## config.mk

```make
export PLATFORM = sky130hd
export DESIGN_NAME = trap_vector_gen
export DESIGN_NICKNAME = d
export VERILOG_FILES = /design/src/rtl/tvg_pkg.sv /design/src/rtl/tvg_ctrl.sv /design/src/rtl/tvg_datapath.sv /design/src/rtl/trap_vector_gen.sv
export SDC_FILE = /design/constraint.sdc
export NUM_CORES = 1
export LEC_CHECK = 0
export BUFFER_PORTS_ARGS = -buffer_cell sky130_fd_sc_hd__buf_2
export CAP_MARGIN = 40
export CORE_MARGIN = 3
export CORE_UTILIZATION = 50
export CTS_CLUSTER_SIZE = 10
export DETAILED_ROUTE_END_ITERATION = 10
export PLACE_DENSITY = 0.72
export SYNTH_ARGS = -nofsm -noshare
export SYNTH_HDL_FRONTEND = slang
export SYNTH_SLANG_ARGS = --single-unit
```

## constraint.sdc

```tcl
create_clock -name clk -period 2.9 [get_ports clk]
set_clock_uncertainty 0.05 [all_clocks]
set_input_delay 0.435 -clock clk [delete_from_list [all_inputs] [get_ports clk]]
set_output_delay 0.435 -clock clk [all_outputs]
set_load 0.01 [all_outputs]
```

## src/rtl/tvg_pkg.sv

```systemverilog
package tvg_pkg;
  typedef struct packed {
    logic latchEn;
    logic clearEn;
    logic selLo;
    logic selHi;
  } tvg_strobe_t;
endpackage

```

## src/rtl/tvg_ctrl.sv

```systemverilog
module tvg_ctrl
  import tvg_pkg::*;
#(
  parameter int ADDR_W = 16,
  parameter int DATA_W = 8,
  parameter int TRAP_BITS = 2,
  parameter logic [ADDR_W-1:0] VEC_LO_ADDR = 16'hFFFE
) (
  input  logic              clk,
  input  logic              rstN,
  input  logic [ADDR_W-1:0] addr,
  input  logic              rdEn,
  input  logic              fetch,
  input  logic [TRAP_BITS-1:0] rdLow,
  output tvg_strobe_t       strobe,
  output logic              pending
);
  localparam logic [ADDR_W-1:0] VEC_HI_ADDR = VEC_LO_ADDR + ADDR_W'(1);

  logic hitLo, hitHi, trapHit;

  always_comb begin
    hitLo   = rdEn && (addr == VEC_LO_ADDR);
    hitHi   = rdEn && (addr == VEC_HI_ADDR);
    trapHit = fetch && rdEn && (&rdLow);
    strobe.latchEn = trapHit;
    strobe.clearEn = hitHi && pending && !trapHit;
    strobe.selLo   = hitLo && pending;
    strobe.selHi   = hitHi && pending;
  end

  always_ff @(posedge clk) begin
    if (!rstN)               pending <= 1'b0;
    else if (strobe.latchEn) pending <= 1'b1;
    else if (strobe.clearEn) pending <= 1'b0;
  end
endmodule

```

## src/rtl/tvg_datapath.sv

```systemverilog
module tvg_datapath
  import tvg_pkg::*;
#(
  parameter int ADDR_W = 16,
  parameter int DATA_W = 8,
  parameter int TRAP_BITS = 2,
  parameter int SPACING_LOG2 = 4,
  parameter bit GEN_MODE = 1'b0,
  localparam int CODE_W = DATA_W - TRAP_BITS,
  localparam int TBL_AW = CODE_W + 1
) (
  input  logic              clk,
  input  logic              rstN,
  input  tvg_strobe_t       strobe,
  input  logic [DATA_W-1:0] rdData,
  input  logic              wrEn,
  input  logic [TBL_AW-1:0] wrAddr,
  input  logic [DATA_W-1:0] wrData,
  output logic [DATA_W-1:0] outData
);
  localparam int DEPTH = 2 ** TBL_AW;

  logic [CODE_W-1:0] code;
  logic [DATA_W-1:0] vecLo, vecHi;

  always_ff @(posedge clk) begin
    if (!rstN)               code <= '0;
    else if (strobe.latchEn) code <= rdData[DATA_W-1:TRAP_BITS];
  end

  generate
    if (GEN_MODE) begin : g_gen
      logic [ADDR_W-1:0] base;
      logic [ADDR_W-1:0] vec;
      logic baseWr;
      assign baseWr = wrEn && (wrAddr[TBL_AW-1:1] == '0);
      always_ff @(posedge clk) begin
        if (!rstN) base <= '0;
        else if (baseWr) begin
          if (wrAddr[0]) base[ADDR_W-1:DATA_W] <= wrData;
          else           base[DATA_W-1:0]      <= wrData;
        end
      end
      assign vec   = base + (ADDR_W'(code) << SPACING_LOG2);
      assign vecLo = vec[DATA_W-1:0];
      assign vecHi = vec[ADDR_W-1:DATA_W];
    end else begin : g_tbl
      logic [DATA_W-1:0] tbl [DEPTH];
      always_ff @(posedge clk) begin
        if (wrEn) tbl[wrAddr] <= wrData;
      end
      assign vecLo = tbl[{code, 1'b0}];
      assign vecHi = tbl[{code, 1'b1}];
    end
  endgenerate

  always_comb begin
    if (strobe.selLo)      outData = vecLo;
    else if (strobe.selHi) outData = vecHi;
    else                   outData = rdData;
  end
endmodule

```

## src/rtl/trap_vector_gen.sv

```systemverilog
module trap_vector_gen
  import tvg_pkg::*;
#(
  parameter int ADDR_W = 16,
  parameter int DATA_W = 8,
  parameter int TRAP_BITS = 2,
  parameter int SPACING_LOG2 = 4,
  parameter bit GEN_MODE = 1'b0,
  parameter logic [ADDR_W-1:0] VEC_LO_ADDR = 16'hFFFE,
  localparam int TBL_AW = DATA_W - TRAP_BITS + 1
) (
  input  logic              clk,
  input  logic              rstN,
  input  logic [ADDR_W-1:0] addr,
  input  logic              rdEn,
  input  logic              fetch,
  input  logic [DATA_W-1:0] rdData,
  input  logic              wrEn,
  input  logic [TBL_AW-1:0] wrAddr,
  input  logic [DATA_W-1:0] wrData,
  output logic [DATA_W-1:0] outData,
  output logic              outValid
);
  tvg_strobe_t strobe;

  tvg_ctrl #(
    .ADDR_W(ADDR_W), .DATA_W(DATA_W), .TRAP_BITS(TRAP_BITS), .VEC_LO_ADDR(VEC_LO_ADDR)
  ) u_ctrl (
    .clk(clk), .rstN(rstN), .addr(addr), .rdEn(rdEn), .fetch(fetch),
    .rdLow(rdData[TRAP_BITS-1:0]), .strobe(strobe), .pending(outValid)
  );

  tvg_datapath #(
    .ADDR_W(ADDR_W), .DATA_W(DATA_W), .TRAP_BITS(TRAP_BITS),
    .SPACING_LOG2(SPACING_LOG2), .GEN_MODE(GEN_MODE)
  ) u_dp (
    .clk(clk), .rstN(rstN), .strobe(strobe), .rdData(rdData),
    .wrEn(wrEn), .wrAddr(wrAddr), .wrData(wrData), .outData(outData)
  );
endmodule

```

=== Word-level counts from Yosys, hierarchy flattened ===
Memory sizes are Yosys's and may differ from the RTL's. A register that Yosys moved wholly into a read port is not among the register bits.
Cells that the tools add are included.

* Eq/ne operators: 2
* Muxes and demuxes: 10
* Reductions and logical operators: 10

{| class="wikitable"
|+ Operators with widths
! operator !! count
|-
| == test 16 bit, second input constant || 2
|-
| two-way mux 7 bit || 4
|-
| two-way mux 8 bit || 2
|-
| logical AND 1 bit || 7
|-
| two-way mux 1 bit || 4
|-
| AND reduction 2 bit || 1
|-
| nonzero test 2 bit || 1
|-
| zero test 1 bit || 1
|}

* Register bits: 7
* RAM bits: 1024
* Bits of input ports: 44
* Logic and storage cells: 25
* Memories: 1

{| class="wikitable"
|+ Memory list
! name !! words !! bits a word !! read ports !! clocked after Yosys merged registers in !! write ports !! RTL line !! text
|-
| u_dp.g_tbl.tbl || 128 || 8 || 2 || 2 || 1 || tvg_datapath.sv:48 || <nowiki>logic [DATA_W-1:0] tbl [DEPTH];</nowiki>
|}

=== Logic depth before layout (Yosys ltp) ===
* Depth after elaboration: 6
* Mapped depth: 11
* Depth with buffers taken out: 6

=== Hierarchy ===
From an unflattened synthesis, not the netlist that was laid out.

* Cell total of the unflattened synthesis: 2039
* Area, all modules: 40804.1 µm²

{| class="wikitable"
|+ Modules (own cells, without submodules)
! module !! times used !! cells each !! area an instance (µm²)
|-
| tvg_datapath || 1 || 2022 || 40659.0
|-
| tvg_ctrl || 1 || 17 || 145.1
|}

=== Least setup slack after synthesis ===
No wires, ideal clock.

* Path kind: register to output
* Start point: register (tool-made name)
* End point: output outData[1]
* Arrival: 2166 ps
* Setup slack: 249 ps
* Cell stages (with the launch flop): 9
* Path buffers: 3
* Cell sequence: dfxtp_1 buf_6 buf_4 buf_2 mux4_2 a22oi_1 a211oi_1 a2111oi_2 nand4_1

{| class="wikitable"
|+ RTL lines
! item !! RTL line !! text
|-
| end, declared || trap_vector_gen.sv:21 || <nowiki>output logic [DATA_W-1:0] outData,</nowiki>
|}

==> reports/qor.tcl <==
set qor(synth_top_family_by_area) {multiplexers}
set qor(crit_fanout) 10
set qor(clkSlewWorstSetupHoldPaths_ns) 0.05
set qor(worst-setup-path-type) {flop to output port}
set qor(endpoint_kind) {output port}
set qor(fillCellCount) 5358
set qor(drt_iter0_markers) 3077
set qor(post_synthesis_instance_area_um2) 40500
set qor(synth.area.mux_share) 0.153
set qor(number_of_nets_in_the_finished_design) 2438
set qor(maxSlewViolCount) 0
set qor(cts.htree.levels) 3
set qor(detailedRoute.firstPassIterationCount) 6
set qor(area_share_of_xor_xnor_cells_in_the_synthesized_design) 0
set qor(run_status) {finished with violations}
set qor(clockRootBuffer) {sky130_fd_sc_hd__clkbuf_16}
set qor(synthesis.yosys.warnings) 0
set qor(path_type_of_the_worst_min_delay_path) {primary input to flop}
set qor(clk_sinks) 1037
set qor(antenna_violating_nets_post_route) 0
set qor(timing.critical_path.arrival_ns) 3.40
set qor(routed_wire_length_mm) 107
set qor(async_reset_ff_frac) 0
set qor(synth-simple-area-share) 0.0373
set qor(largest_net_degree_at_the_start_of_global_routing) 77
set qor(post-route-drc-count) 0
set qor(grt_use_met1) 0.346
set qor(cap_viol_max_count) 0
set qor(failing_checks) {setup timing}
set qor(fmax_mhz) 257
set qor(die-area_um2) 84400
set qor(timing.final.ws_setup_ns) -0.984
set qor(cts_tree) {done}
set qor(placed_cells_incl_taps) 3284
set qor(place.detailed.hpwl_mm) 68.0
set qor(syn-num-nets) 1998
set qor(area_growth_syn_to_layout_pct) 20.4
set qor(cts_buffers) 114
set qor(portBuffers) 52
set qor(placement_rows) 103
set qor(post_synth_fa_ha_maj_area_fraction) 0
set qor(post-route-period-util) 1.34
set qor(syn_area_per_cell_um2) 20.7
set qor(power_density_nw_per_um2) 622
set qor(grt_antenna_before_repair) 9
set qor(drive_above_1_share) 0.354
set qor(postSynth.topFlopCell) {sky130_fd_sc_hd__edfxtp_1}
set qor(post_cts_hold_buffer_count) 0
set qor(grt.total_usage) 0.251
set qor(final_period_minus_worst_setup_slack_ns) 3.88
set qor(timing.critical_path.from_type) {flop}
set qor(finalNonFillerCells) 3500
set qor(synth-compound-area-share) 0.0285
set qor(grt_setup_unrepaired) {true}
set qor(place.gp.congestion) 0.980
set qor(grt_pass1_vias) 22500
set qor(report.final.hold_viol_count) 0
set qor(fin_worst_hold_slack_ns) 0.0273
set qor(die_ht_um) 290
set qor(ys_ff_latch) 1037
set qor(final-setup-viol-count) 8
set qor(top_level_port_count) 53
set qor(leakagePower_uw) 0.0156
set qor(grt_pass1_wl_mm) 155
set qor(synth_enable_flop_cells) 1024
set qor(vias) 22100
set qor(grt_use_met2) 0.381
set qor(postSynthCellCount) 1954
set qor(insertion_delay_ns) 0.67
set qor(die_x_um) 290
set qor(grt_use_met3) 0.0740
set qor(postLayoutCoreUtil) 0.613
set qor(distinct_cell_type_count_after_synthesis) 58
set qor(core-area_um2) 79500
set qor(timing.max_slew.rel_slack) 0.459
set qor(wl_per_cell_um) 30.4
set qor(maximum_clock_insertion_buffer_count) 3
set qor(tightest_slew_ns) 0.811
set qor(floorplan.initialDensity) 0.509
set qor(routed_via_density) 6.33
set qor(totalPowerFinal_uw) 30300
set qor(ir_worst_vdd_v) 0.000480
set qor(grt_overflow_total) 0
set qor(synth_sequential_area_ratio) 0.766
set qor(dp_slack_ns) -0.468
set qor(gr-max-usage-layer) {met2}
set qor(critical_path_required_ns) 2.41
[cell usage after synthesis, drive strengths merged (2+ instances only)]
cell type | number | area [um2]
buf | 69 | 452
o211ai | 6 | 45.0
a32o | 2 | 20.0
a32oi | 9 | 78.8
and2 | 3 | 18.8
a211oi | 17 | 128
a31oi | 12 | 75.1
dfxtp | 13 | 260
a22oi | 25 | 188
mux2i | 72 | 721
o22ai | 3 | 18.8
o221ai | 2 | 17.5
mux4 | 241 | 5430
o2bb2ai | 2 | 17.5
nand4 | 13 | 81.3
nor3b | 4 | 35.0
nor3 | 7 | 35.0
nor2b | 26 | 163
nor2 | 149 | 559
and3 | 8 | 50.1
a221oi | 14 | 123
inv | 6 | 22.5
nand3 | 28 | 140
nand2b | 8 | 50.1
edfxtp | 1024 | 30700
nand3b | 2 | 15.0
o21bai | 2 | 15.0
a21oi | 15 | 75.1
a311o | 2 | 20.0
a2111oi | 7 | 67.6
a211o | 5 | 43.8
o21ai | 15 | 75.1
clkbuf | 33 | 124
nor4 | 5 | 31.3
mux2 | 3 | 33.8
a22o | 3 | 26.3
o2111ai | 3 | 26.3
nand2 | 80 | 300
o32ai | 3 | 26.3
a311oi | 2 | 17.5
o311ai | 2 | 17.5
[per-stage QoR]
step | setup TNS (ns) | area, um2
global route | -7.92 | 48700
CTS | -6.98 | 48300
finish | -7.45 | 48700
global placement | -2.77 | 44400
floorplan | 0 | 40500
detailed placement | -2.89 | 44400
[per-layer routing]
layer | vias up | share of wire
li1 | 9009 | -
met1 | 11400 | 0.37
met2 | 1463 | 0.47
met3 | 281 | 0.12
met4 | 6 | 0.044
met5 | - | 0.00038
[critical path, stage by stage (launching register included)]
cell,delay [ns]
sky130_fd_sc_hd__dfxtp_4,0.48
sky130_fd_sc_hd__buf_12,0.16
sky130_fd_sc_hd__clkbuf_16,0.15
sky130_fd_sc_hd__buf_4,0.11
sky130_fd_sc_hd__buf_4,0.19
sky130_fd_sc_hd__mux4_2,0.35
sky130_fd_sc_hd__a22o_1,0.24
sky130_fd_sc_hd__a21oi_1,0.14
sky130_fd_sc_hd__buf_4,0.15
sky130_fd_sc_hd__a31oi_1,0.14
sky130_fd_sc_hd__nand4_1,0.27
sky130_fd_sc_hd__nand3_2,0.15
sky130_fd_sc_hd__buf_2,0.18
[timing repair]
item | CTS | global route
cloned | 5 | 2
gates resized for setup | 74 | 38
setup endpoints to repair | 8 | 8
setup buffers | 21 | 17
pin swaps | 14 | 17
[placed cells by master (no fill, tap or decap), types with 5 or more instances in the layout]
| cell | count |
|---|---|
| sky130_fd_sc_hd__a221oi_1 | 10 |
| sky130_fd_sc_hd__o211ai_1 | 6 |
| sky130_fd_sc_hd__a21oi_1 | 8 |
| sky130_fd_sc_hd__mux2i_1 | 68 |
| sky130_fd_sc_hd__a22oi_2 | 13 |
| sky130_fd_sc_hd__nand2b_1 | 8 |
| sky130_fd_sc_hd__buf_12 | 41 |
| sky130_fd_sc_hd__a211oi_1 | 8 |
| sky130_fd_sc_hd__nor2b_1 | 25 |
| sky130_fd_sc_hd__diode_2 | 7 |
| sky130_fd_sc_hd__dfxtp_1 | 9 |
| sky130_fd_sc_hd__clkbuf_1 | 40 |
| sky130_fd_sc_hd__buf_4 | 315 |
| sky130_fd_sc_hd__buf_6 | 11 |
| sky130_fd_sc_hd__a22oi_1 | 12 |
| sky130_fd_sc_hd__buf_16 | 8 |
| sky130_fd_sc_hd__a211oi_2 | 8 |
| sky130_fd_sc_hd__nor2_1 | 147 |
| sky130_fd_sc_hd__edfxtp_1 | 1024 |
| sky130_fd_sc_hd__nand2_1 | 79 |
| sky130_fd_sc_hd__a21oi_2 | 6 |
| sky130_fd_sc_hd__clkbuf_16 | 117 |
| sky130_fd_sc_hd__a211o_1 | 5 |
| sky130_fd_sc_hd__nand4_1 | 13 |
| sky130_fd_sc_hd__nor3_1 | 7 |
| sky130_fd_sc_hd__nand3_1 | 24 |
| sky130_fd_sc_hd__o21ai_0 | 8 |
| sky130_fd_sc_hd__mux4_2 | 241 |
| sky130_fd_sc_hd__a31oi_1 | 10 |
| sky130_fd_sc_hd__nor4_1 | 5 |
| sky130_fd_sc_hd__buf_2 | 42 |
| sky130_fd_sc_hd__a32oi_1 | 9 |
[kinds of logic (layout without fill, tap and decap cells)]
family          Yosys count  count (layout)
compound gates          155             155
other cells               0               7
buf+inv                 109             598
flops                  1037            1037
mux                     316             316
simple gates            337             337
[power breakdown]
| group | internal [uW] | switching (uW) |
|---|---|---|
| clock network | 7190 | 5460 |
| registers | 16500 | 22.8 |
| logic | 408 | 700 |
[cell type report]
type                            count  area, um2  area share
Tap cell                         1050       1310      0.0270
Timing Repair Buffer              426       3970      0.0814
Clock inverter                     10        133     0.00272
Clock buffer                      155       3030      0.0622
Antenna cell                        7       17.5    0.000360
Multi-Input combinational cell    808       9210       0.189
Sequential cell                  1037      31000       0.637
Inverter                            7       26.3    0.000539
[path summary, 6_finish.rpt]
path / depth (start not counted) / slack (ns) / from / end
hold reg to reg: 2 / 0.47 / u_dp.code[1]$_SDFFE_PN0P_ / flop
setup reg to reg: 2 / 1.87 / u_dp.code[0]$_SDFFE_PN0P_ / flop
setup / recovery: 12 / -0.98 / flop / outData[2]
hold / removal: 2 / 0.03 / rstN / u_ctrl.pending$_SDFFE_PN0P_
[sequential cells by signal (all words and copies together) (netlist names), named ones only]
register / flops
u_ctrl.pending: 1
u_dp.g_tbl.tbl: 1024
u_dp.code: 6
No activity file was read; power rests on OpenSTA's default activity.
